==> src/rtl/adc_sar_pkg.sv <==
package adc_sar_pkg;
  localparam int BUS_W = 8;

  typedef enum logic [1:0] {
    ADDR_CTRL = 2'd0,
    ADDR_CLK  = 2'd1,
    ADDR_RLO  = 2'd2,
    ADDR_RHI  = 2'd3
  } reg_addr_e;

  // control register bit positions
  localparam int CTRL_START = 7;
  localparam int CTRL_EOC   = 6;
  localparam int CTRL_PCFG  = 3;
  localparam int CTRL_CHAN  = 0;
  // clock select register
  localparam int CLK_TEST   = 7;
endpackage

==> src/rtl/adc_prescaler.sv <==
module adc_prescaler #(
  parameter int SEL_W     = 2,
  parameter int BASE_LOG  = 1,
  parameter int STEP_LOG  = 2,
  parameter int NUM_RATES = 3
) (
  input  logic             clk,
  input  logic             rst,
  input  logic             clear,
  input  logic             en,
  input  logic [SEL_W-1:0] sel,
  output logic             tick
);
  localparam int CNT_W = BASE_LOG + STEP_LOG * (NUM_RATES - 1);

  logic [CNT_W-1:0] cnt_q;
  logic [CNT_W-1:0] lim_q;

  function automatic logic [CNT_W-1:0] lim_of(input logic [SEL_W-1:0] s);
    int k;
    k = (int'(s) >= NUM_RATES) ? NUM_RATES - 1 : int'(s);
    return CNT_W'((1 << (BASE_LOG + STEP_LOG * k)) - 1);
  endfunction

  assign tick = en && (cnt_q == lim_q);

  always_ff @(posedge clk) begin
    if (rst) begin
      cnt_q <= '0;
      lim_q <= lim_of('0);
    end else if (clear) begin
      cnt_q <= '0;
      lim_q <= lim_of(sel);
    end else if (en) begin
      cnt_q <= tick ? '0 : cnt_q + 1'b1;
    end
  end

  // every rate is at least two cycles
  assert_tick_spacing_R3: assert property (@(posedge clk) disable iff (rst)
    tick |=> !tick);
endmodule

==> src/rtl/adc_sar_engine.sv <==
module adc_sar_engine #(
  parameter int RES_W = 9
) (
  input  logic             clk,
  input  logic             rst,
  input  logic             launch,
  input  logic             abort,
  input  logic             tick,
  input  logic             cmp_in,
  output logic             busy,
  output logic             done,
  output logic [RES_W-1:0] code,
  output logic [RES_W-1:0] result
);
  localparam int IDX_W = $clog2(RES_W);
  localparam logic [RES_W-1:0] MID = RES_W'(1) << (RES_W - 1);

  logic             busy_q;
  logic [IDX_W-1:0] idx_q;
  logic [RES_W-1:0] code_q;
  logic [RES_W-1:0] res_q;
  logic [RES_W-1:0] kept;
  logic             last;

  assign last = (idx_q == '0);
  assign kept = cmp_in ? code_q : (code_q & ~(RES_W'(1) << idx_q));
  assign done = busy_q && tick && last && !abort && !launch;

  always_ff @(posedge clk) begin
    if (rst) begin
      busy_q <= 1'b0;
      idx_q  <= '0;
      code_q <= '0;
      res_q  <= '0;
    end else if (abort) begin
      busy_q <= 1'b0;
      code_q <= '0;
    end else if (launch) begin
      busy_q <= 1'b1;
      idx_q  <= IDX_W'(RES_W - 1);
      code_q <= MID;
    end else if (busy_q && tick) begin
      if (last) begin
        busy_q <= 1'b0;
        res_q  <= kept;
        code_q <= '0;
      end else begin
        code_q <= kept | (RES_W'(1) << (idx_q - 1'b1));
        idx_q  <= idx_q - 1'b1;
      end
    end
  end

  assign busy   = busy_q;
  assign code   = code_q;
  assign result = res_q;

  assert_midscale_first_R13: assert property (@(posedge clk) disable iff (rst)
    $rose(busy_q) |-> code_q == MID);
  assert_done_ends_busy_R7: assert property (@(posedge clk) disable iff (rst)
    done |=> !busy_q);
  assert_result_hold_R5: assert property (@(posedge clk) disable iff (rst)
    !$past(done) |-> $stable(res_q));
endmodule

==> src/rtl/adc_reg_bank.sv <==
module adc_reg_bank
  import adc_sar_pkg::*;
#(
  parameter int RES_W = 9,
  parameter int CH_W  = 3,
  parameter int CFG_W = 3,
  parameter int SEL_W = 2
) (
  input  logic             clk,
  input  logic             rst,
  input  logic [1:0]       addr,
  input  logic             wr,
  input  logic [BUS_W-1:0] wdata,
  output logic [BUS_W-1:0] rdata,
  input  logic             int_en,
  input  logic             done,
  input  logic [RES_W-1:0] result,
  output logic             launch,
  output logic             abort,
  output logic [CH_W-1:0]  chan,
  output logic [CFG_W-1:0] pcfg,
  output logic             pwr_en,
  output logic [SEL_W-1:0] div_sel,
  output logic             test_mode,
  output logic             eoc,
  output logic             irq
);
  localparam int LO_W = RES_W - BUS_W;

  logic             start_q, eoc_q, pwr_q, test_q, irq_q;
  logic [CH_W-1:0]  chan_q;
  logic [CFG_W-1:0] pcfg_q;
  logic [SEL_W-1:0] sel_q;
  logic [BUS_W-1:0] rdata_q;

  logic             wr_ctrl, wr_clk;
  logic             start_rise, start_fall, cfg_chg;
  logic [CH_W-1:0]  new_chan;
  logic [CFG_W-1:0] new_pcfg;

  assign wr_ctrl  = wr && (addr == ADDR_CTRL);
  assign wr_clk   = wr && (addr == ADDR_CLK);
  assign new_chan = wdata[CTRL_CHAN +: CH_W];
  assign new_pcfg = wdata[CTRL_PCFG +: CFG_W];

  assign start_rise = wr_ctrl && wdata[CTRL_START] && !start_q;
  assign start_fall = wr_ctrl && !wdata[CTRL_START] && start_q;
  assign cfg_chg    = wr_ctrl && ({new_pcfg, new_chan} != {pcfg_q, chan_q});
  assign launch     = start_fall && (new_pcfg != '0) && !new_chan[CH_W-1];
  assign abort      = start_rise || (cfg_chg && !launch);

  always_ff @(posedge clk) begin
    if (rst) begin
      start_q <= 1'b0;
      chan_q  <= '0;
      pcfg_q  <= '0;
      pwr_q   <= 1'b0;
      sel_q   <= '0;
      test_q  <= 1'b0;
    end else begin
      if (wr_ctrl) begin
        start_q <= wdata[CTRL_START];
        chan_q  <= new_chan;
        pcfg_q  <= new_pcfg;
        pwr_q   <= (new_pcfg != '0);
      end
      if (wr_clk) begin
        sel_q  <= wdata[SEL_W-1:0];
        test_q <= wdata[CLK_TEST];
      end
    end
  end

  always_ff @(posedge clk) begin
    if (rst) begin
      eoc_q <= 1'b1;
      irq_q <= 1'b0;
    end else begin
      if (start_rise || cfg_chg || launch) eoc_q <= 1'b1;
      else if (done)                       eoc_q <= 1'b0;
      irq_q <= done && int_en;
    end
  end

  always_ff @(posedge clk) begin
    if (rst) begin
      rdata_q <= '0;
    end else begin
      unique case (addr)
        ADDR_CTRL: rdata_q <= {start_q, eoc_q, pcfg_q, chan_q};
        ADDR_CLK:  rdata_q <= {test_q, {(BUS_W-1-SEL_W){1'b0}}, sel_q};
        ADDR_RLO:  rdata_q <= {result[LO_W-1:0], {(BUS_W-LO_W){1'b0}}};
        default:   rdata_q <= result[RES_W-1 -: BUS_W];
      endcase
    end
  end

  assign rdata     = rdata_q;
  assign chan      = chan_q;
  assign pcfg      = pcfg_q;
  assign pwr_en    = pwr_q;
  assign div_sel   = sel_q;
  assign test_mode = test_q;
  assign eoc       = eoc_q;
  assign irq       = irq_q;

  assert_irq_one_cycle_R11: assert property (@(posedge clk) disable iff (rst)
    irq_q |=> !irq_q);
  assert_irq_with_done_R11: assert property (@(posedge clk) disable iff (rst)
    $fell(eoc_q) |-> irq_q == $past(int_en));
  assert_irq_eoc_low_R7: assert property (@(posedge clk) disable iff (rst)
    irq_q |-> !eoc_q);
  assert_clk_unused_zero_R12: assert property (@(posedge clk) disable iff (rst)
    ($past(addr) == ADDR_CLK) |-> rdata_q[BUS_W-2:SEL_W] == '0);
endmodule

==> src/rtl/adc_sar_ctrl.sv <==
module adc_sar_ctrl
  import adc_sar_pkg::*;
#(
  parameter int RES_W     = 9,
  parameter int CH_W      = 3,
  parameter int CFG_W     = 3,
  parameter int SEL_W     = 2,
  parameter int BASE_LOG  = 1,
  parameter int STEP_LOG  = 2,
  parameter int NUM_RATES = 3
) (
  input  logic             clk,
  input  logic             rst,
  input  logic [1:0]       bus_addr,
  input  logic             bus_wr,
  input  logic [7:0]       bus_wdata,
  output logic [7:0]       bus_rdata,
  input  logic             cmp_in,
  input  logic             int_en,
  output logic [CH_W-1:0]  chan_sel,
  output logic [CFG_W-1:0] port_cfg,
  output logic             pwr_en,
  output logic             test_mode,
  output logic [RES_W-1:0] dac_code,
  output logic             eoc,
  output logic             irq
);
  logic             launch, abort, tick, busy, done;
  logic [RES_W-1:0] result;
  logic [SEL_W-1:0] div_sel;

  adc_reg_bank #(
    .RES_W(RES_W), .CH_W(CH_W), .CFG_W(CFG_W), .SEL_W(SEL_W)
  ) u_regs (
    .clk(clk), .rst(rst), .addr(bus_addr), .wr(bus_wr), .wdata(bus_wdata),
    .rdata(bus_rdata), .int_en(int_en), .done(done), .result(result),
    .launch(launch), .abort(abort), .chan(chan_sel), .pcfg(port_cfg),
    .pwr_en(pwr_en), .div_sel(div_sel), .test_mode(test_mode),
    .eoc(eoc), .irq(irq)
  );

  adc_prescaler #(
    .SEL_W(SEL_W), .BASE_LOG(BASE_LOG), .STEP_LOG(STEP_LOG), .NUM_RATES(NUM_RATES)
  ) u_div (
    .clk(clk), .rst(rst), .clear(launch), .en(busy), .sel(div_sel), .tick(tick)
  );

  adc_sar_engine #(.RES_W(RES_W)) u_sar (
    .clk(clk), .rst(rst), .launch(launch), .abort(abort), .tick(tick),
    .cmp_in(cmp_in), .busy(busy), .done(done), .code(dac_code), .result(result)
  );

  assert_off_means_idle_R8: assert property (@(posedge clk) disable iff (rst)
    !pwr_en |-> !busy);
  assert_busy_eoc_high_R6: assert property (@(posedge clk) disable iff (rst)
    busy |-> eoc);
endmodule

==> config.mk <==
export PLATFORM = sky130hd
export DESIGN_NAME = adc_sar_ctrl
export DESIGN_NICKNAME = d
export VERILOG_FILES = /design/src/rtl/adc_sar_pkg.sv /design/src/rtl/adc_prescaler.sv /design/src/rtl/adc_sar_engine.sv /design/src/rtl/adc_reg_bank.sv /design/src/rtl/adc_sar_ctrl.sv
export SDC_FILE = /design/constraint.sdc
export NUM_CORES = 1
export LEC_CHECK = 0
export CAP_MARGIN = 40
export CORE_ASPECT_RATIO = 1.1
export CORE_MARGIN = 2
export CORE_UTILIZATION = 53
export DETAILED_ROUTE_END_ITERATION = 10
export GPL_TIMING_DRIVEN = 0
export PLACE_DENSITY = 0.9
export SLEW_MARGIN = 5
export SYNTH_ARGS = -nofsm -noshare
export SYNTH_HDL_FRONTEND = slang
export SYNTH_SLANG_ARGS = --single-unit
==> constraint.sdc <==
create_clock -name clk -period 2.8 [get_ports clk]
set_clock_uncertainty 0.15 [all_clocks]
set_input_delay 0.42 -clock clk [delete_from_list [all_inputs] [get_ports clk]]
set_output_delay 0.42 -clock clk [all_outputs]
set_load 0.005 [all_outputs]
==> metrics.yaml <==
hold_violations: 0
dieWidth_um: 69.84
avgSynthCellArea_um2: 8.715
drc_errors: 0
endpoint_kind: "register"
synth_area_um2: 2527
p_leak_uw: 0.001076
crit_start: "bus_addr[1]"
drive_gt1_frac: 0.07101
portBuffers: 40
cts_hold_buf: 0
synth-main-ff-cell: "dfxtp_1"
synth_edf_count: 0
vias_per_cell: 5.876
period_minus_slack_ns: 2.543
yosysWarnings: 0
path_max_fanout: 10
drt_wl_total_mm: 6.144
cts-htree-levels: 2
synth-seq-area-share: 0.4119
synthArstFlopShare: 0
grt.total_usage: 0.2308
diodes: 0
tightest_slew_ns: 0.6168
dr.pass1.iters: 5
path_cells: "clkdlybuf4s50_1, nor2_2, and2_1, o21a_1, buf_1, clkbuf_1, o21ai_0, a21oi_1"
grt_pass1_vias: 2158
crit_cells: 8
maxCapViolations: 0
grt_setup_unrepaired: "false"
dp_cells: 386
die_area_um2: 5338
design.portCount: 42
num_rows: 26
final_util: 0.6696
hpwl_mm: 4.474
p_per_area_nw_per_um2: 423.8
crit_required_ns: 2.90
area_growth_pct: 22.38
setup.worst_path.start_class: "input port"
criticalPathCategory: "in2reg"
numCtsBuffers: 5
num-fill-cells: 364
worstSkewPairLatency_ns: 0.32
ctsResizeCount: 0
hp-class: "reg2reg"
grt_pass1_wl_mm: 9.956
nNetsFinal: 361
fin_crit_sh: 0.9084
crit_slowest_cell: "clkdlybuf4s50_1"
maxSlewViolCount: 0
vias: 2315
start_util: 0.5471
stdcell_count: 394
synthCells: 290
die_y_um: 76.43
clkTransAtPathRegs_ns: 0.10
gp_congestion: 0.9338
syn-num-nets: 314
cts_tree: "done"
grt_max_degree: 19
cts_buffer_depth: 2
critPathArrivalTime_ns: 2.65
seqCellArea_um2: 1041
fin_setup_tns_ns: 0
cpPeakStageDelay_ns: 0.56
cpLargestDelayFamily: "buffers and inverters"
core_area_um2: 4619
synthDistinctLibCells: 48
r2r_cells: 8
wire_per_inst_um: 15.59
crit_path_end: "u_sar.result[8]"
total_power_uw: 1311
gr-total-overflow: 0
r2r-start: "u_sar.idx_q[0]"
clock.fmax_mhz: 393.2
r2r_slack_ns: 0.32
run_status: "completed"
multi_input_area_um2: 1381
relSlewSlack: 0.5856
cts_root_buf: "clkbuf_8"
first_iter_violations: 197
post-cts-setup-buffer-count: 0
setup_violations: 0
crit-reg2reg-capture: "u_sar.result[6]"
ant_nets: 0
synth_seq_cells: 52
antenna_found_initial: 0
critPathBufInv: 3
cts.sinks: 52
ir_drop_uv: 386.9
[per-layer routing]
layer,global-route usage,part of all wire,vias to the layer above
li1,-,-,1130
met1,0.2914,0.43,1063
met2,0.3619,0.47,95
met3,0.04630,0.053,27
met4,0.1385,0.049,0
met5,0,0,-
[per-stage QoR]
| step | area (µm²) | hold WS [ns] | worst slack [ns] |
|---|---|---|---|
| finish | 3093 | 0.3272 | 0.2565 |
| CTS | 3093 | 0.3339 | 0.2927 |
| detailed placement | 2998 | 0.3210 | -0.02432 |
| global route | 3093 | 0.3520 | 0.01201 |
| global placement | 2998 | 0.3119 | 0.01318 |
| floorplan | 2527 | 0.2978 | 0.7882 |
[final cells by class]
class | instances | share of cell area
multi-input combinational | 212 | 0.4466
sequential | 52 | 0.3366
timing repair buffer | 40 | 0.1294
tap | 56 | 0.02265
clock buffer | 5 | 0.02225
buffer | 14 | 0.01942
inverter | 12 | 0.01456
clock inverter | 3 | 0.008495
[placed cells by master (no fill, tap or decap), drive strengths merged, types with 5 or more instances in the layout]
cell type,n
o21ai,19
inv,14
ha,9
nor2,33
a21oi,12
nor3,9
clkbuf,12
a22oi,15
nor2b,10
xnor2,9
xor2,5
clkdlybuf4s50,40
buf,7
o41ai,9
nand2,34
a32o,5
dfxtp,52
[synthesized netlist by cell type, types with 2 or more instances]
master | count | area share
nand2b_1 | 2 | 0.0049
inv_1 | 12 | 0.018
buf_2 | 3 | 0.0059
a22oi_1 | 15 | 0.045
or3_1 | 2 | 0.0049
and2_1 | 2 | 0.0049
a21oi_1 | 12 | 0.024
buf_1 | 3 | 0.0045
xnor2_1 | 9 | 0.031
nor3_1 | 8 | 0.016
xor2_1 | 5 | 0.017
ha_1 | 9 | 0.045
nand3_1 | 4 | 0.0079
dfxtp_1 | 52 | 0.41
o21ai_0 | 19 | 0.038
a32o_1 | 5 | 0.020
nor2_1 | 32 | 0.048
nand2_1 | 34 | 0.050
nand4_1 | 3 | 0.0074
clkbuf_1 | 7 | 0.010
a211oi_1 | 2 | 0.0059
nor2b_1 | 10 | 0.025
a31oi_1 | 2 | 0.0049
o41ai_1 | 9 | 0.031
mux2i_1 | 3 | 0.012
mux2_2 | 2 | 0.0089
o31ai_1 | 3 | 0.0089
[flip-flops by register name (all words and copies together) (netlist names)]
register	count
u_div.cnt_q	5
u_div.lim_q	3
u_regs.chan	3
u_regs.div_sel	2
u_regs.eoc	1
u_regs.irq	1
u_regs.pcfg	3
u_regs.pwr_en	1
u_regs.rdata	8
u_regs.start_q	1
u_regs.test_mode	1
u_sar.busy	1
u_sar.code	9
u_sar.idx_q	4
u_sar.result	9
[how the worst min path moves through the flow]
stage | from | endpoint | slack [ns] | cells after the start
global route | u_div.lim_q[4] | u_div.lim_q[4] | 0.35 | 2
detailed placement | u_regs.start_q | u_regs.start_q | 0.32 | 2
finish | u_div.lim_q[4] | u_div.lim_q[4] | 0.33 | 2
global placement | u_div.lim_q[4] | u_div.lim_q[4] | 0.31 | 2
CTS | u_div.lim_q[4] | u_div.lim_q[4] | 0.33 | 2
floorplan | u_div.lim_q[4] | u_div.lim_q[4] | 0.30 | 2
[worst reg2reg max path, delay by kind of cell (launching register included)]
kind	cells	cell delay (ns)
and+or+nand+nor	2	0.79
DFF	1	0.39
AOI/OAI and AO/OA	2	0.29
buffers and inverters	3	0.54
adders and majority gates	1	0.21
[cell families after synthesis]
group / after synthesis / share of synthesized area
xor gates and xnor gates: 14 / 0.04852
muxes: 6 / 0.02970
DFF: 52 / 0.4119
adders and majority gates: 9 / 0.04456
buffers and inverters: 26 / 0.04158
AOI/OAI and AO/OA: 75 / 0.2104
and+or+nand+nor: 108 / 0.2134
[power by group]
part	switching [µW]	total [µW]	internal, µW
clock	270	455	184
sequential	6.24	752	746
combinational	57.1	104	46.5
total	334	1310	977
Power figures use the tool's default switching activity.
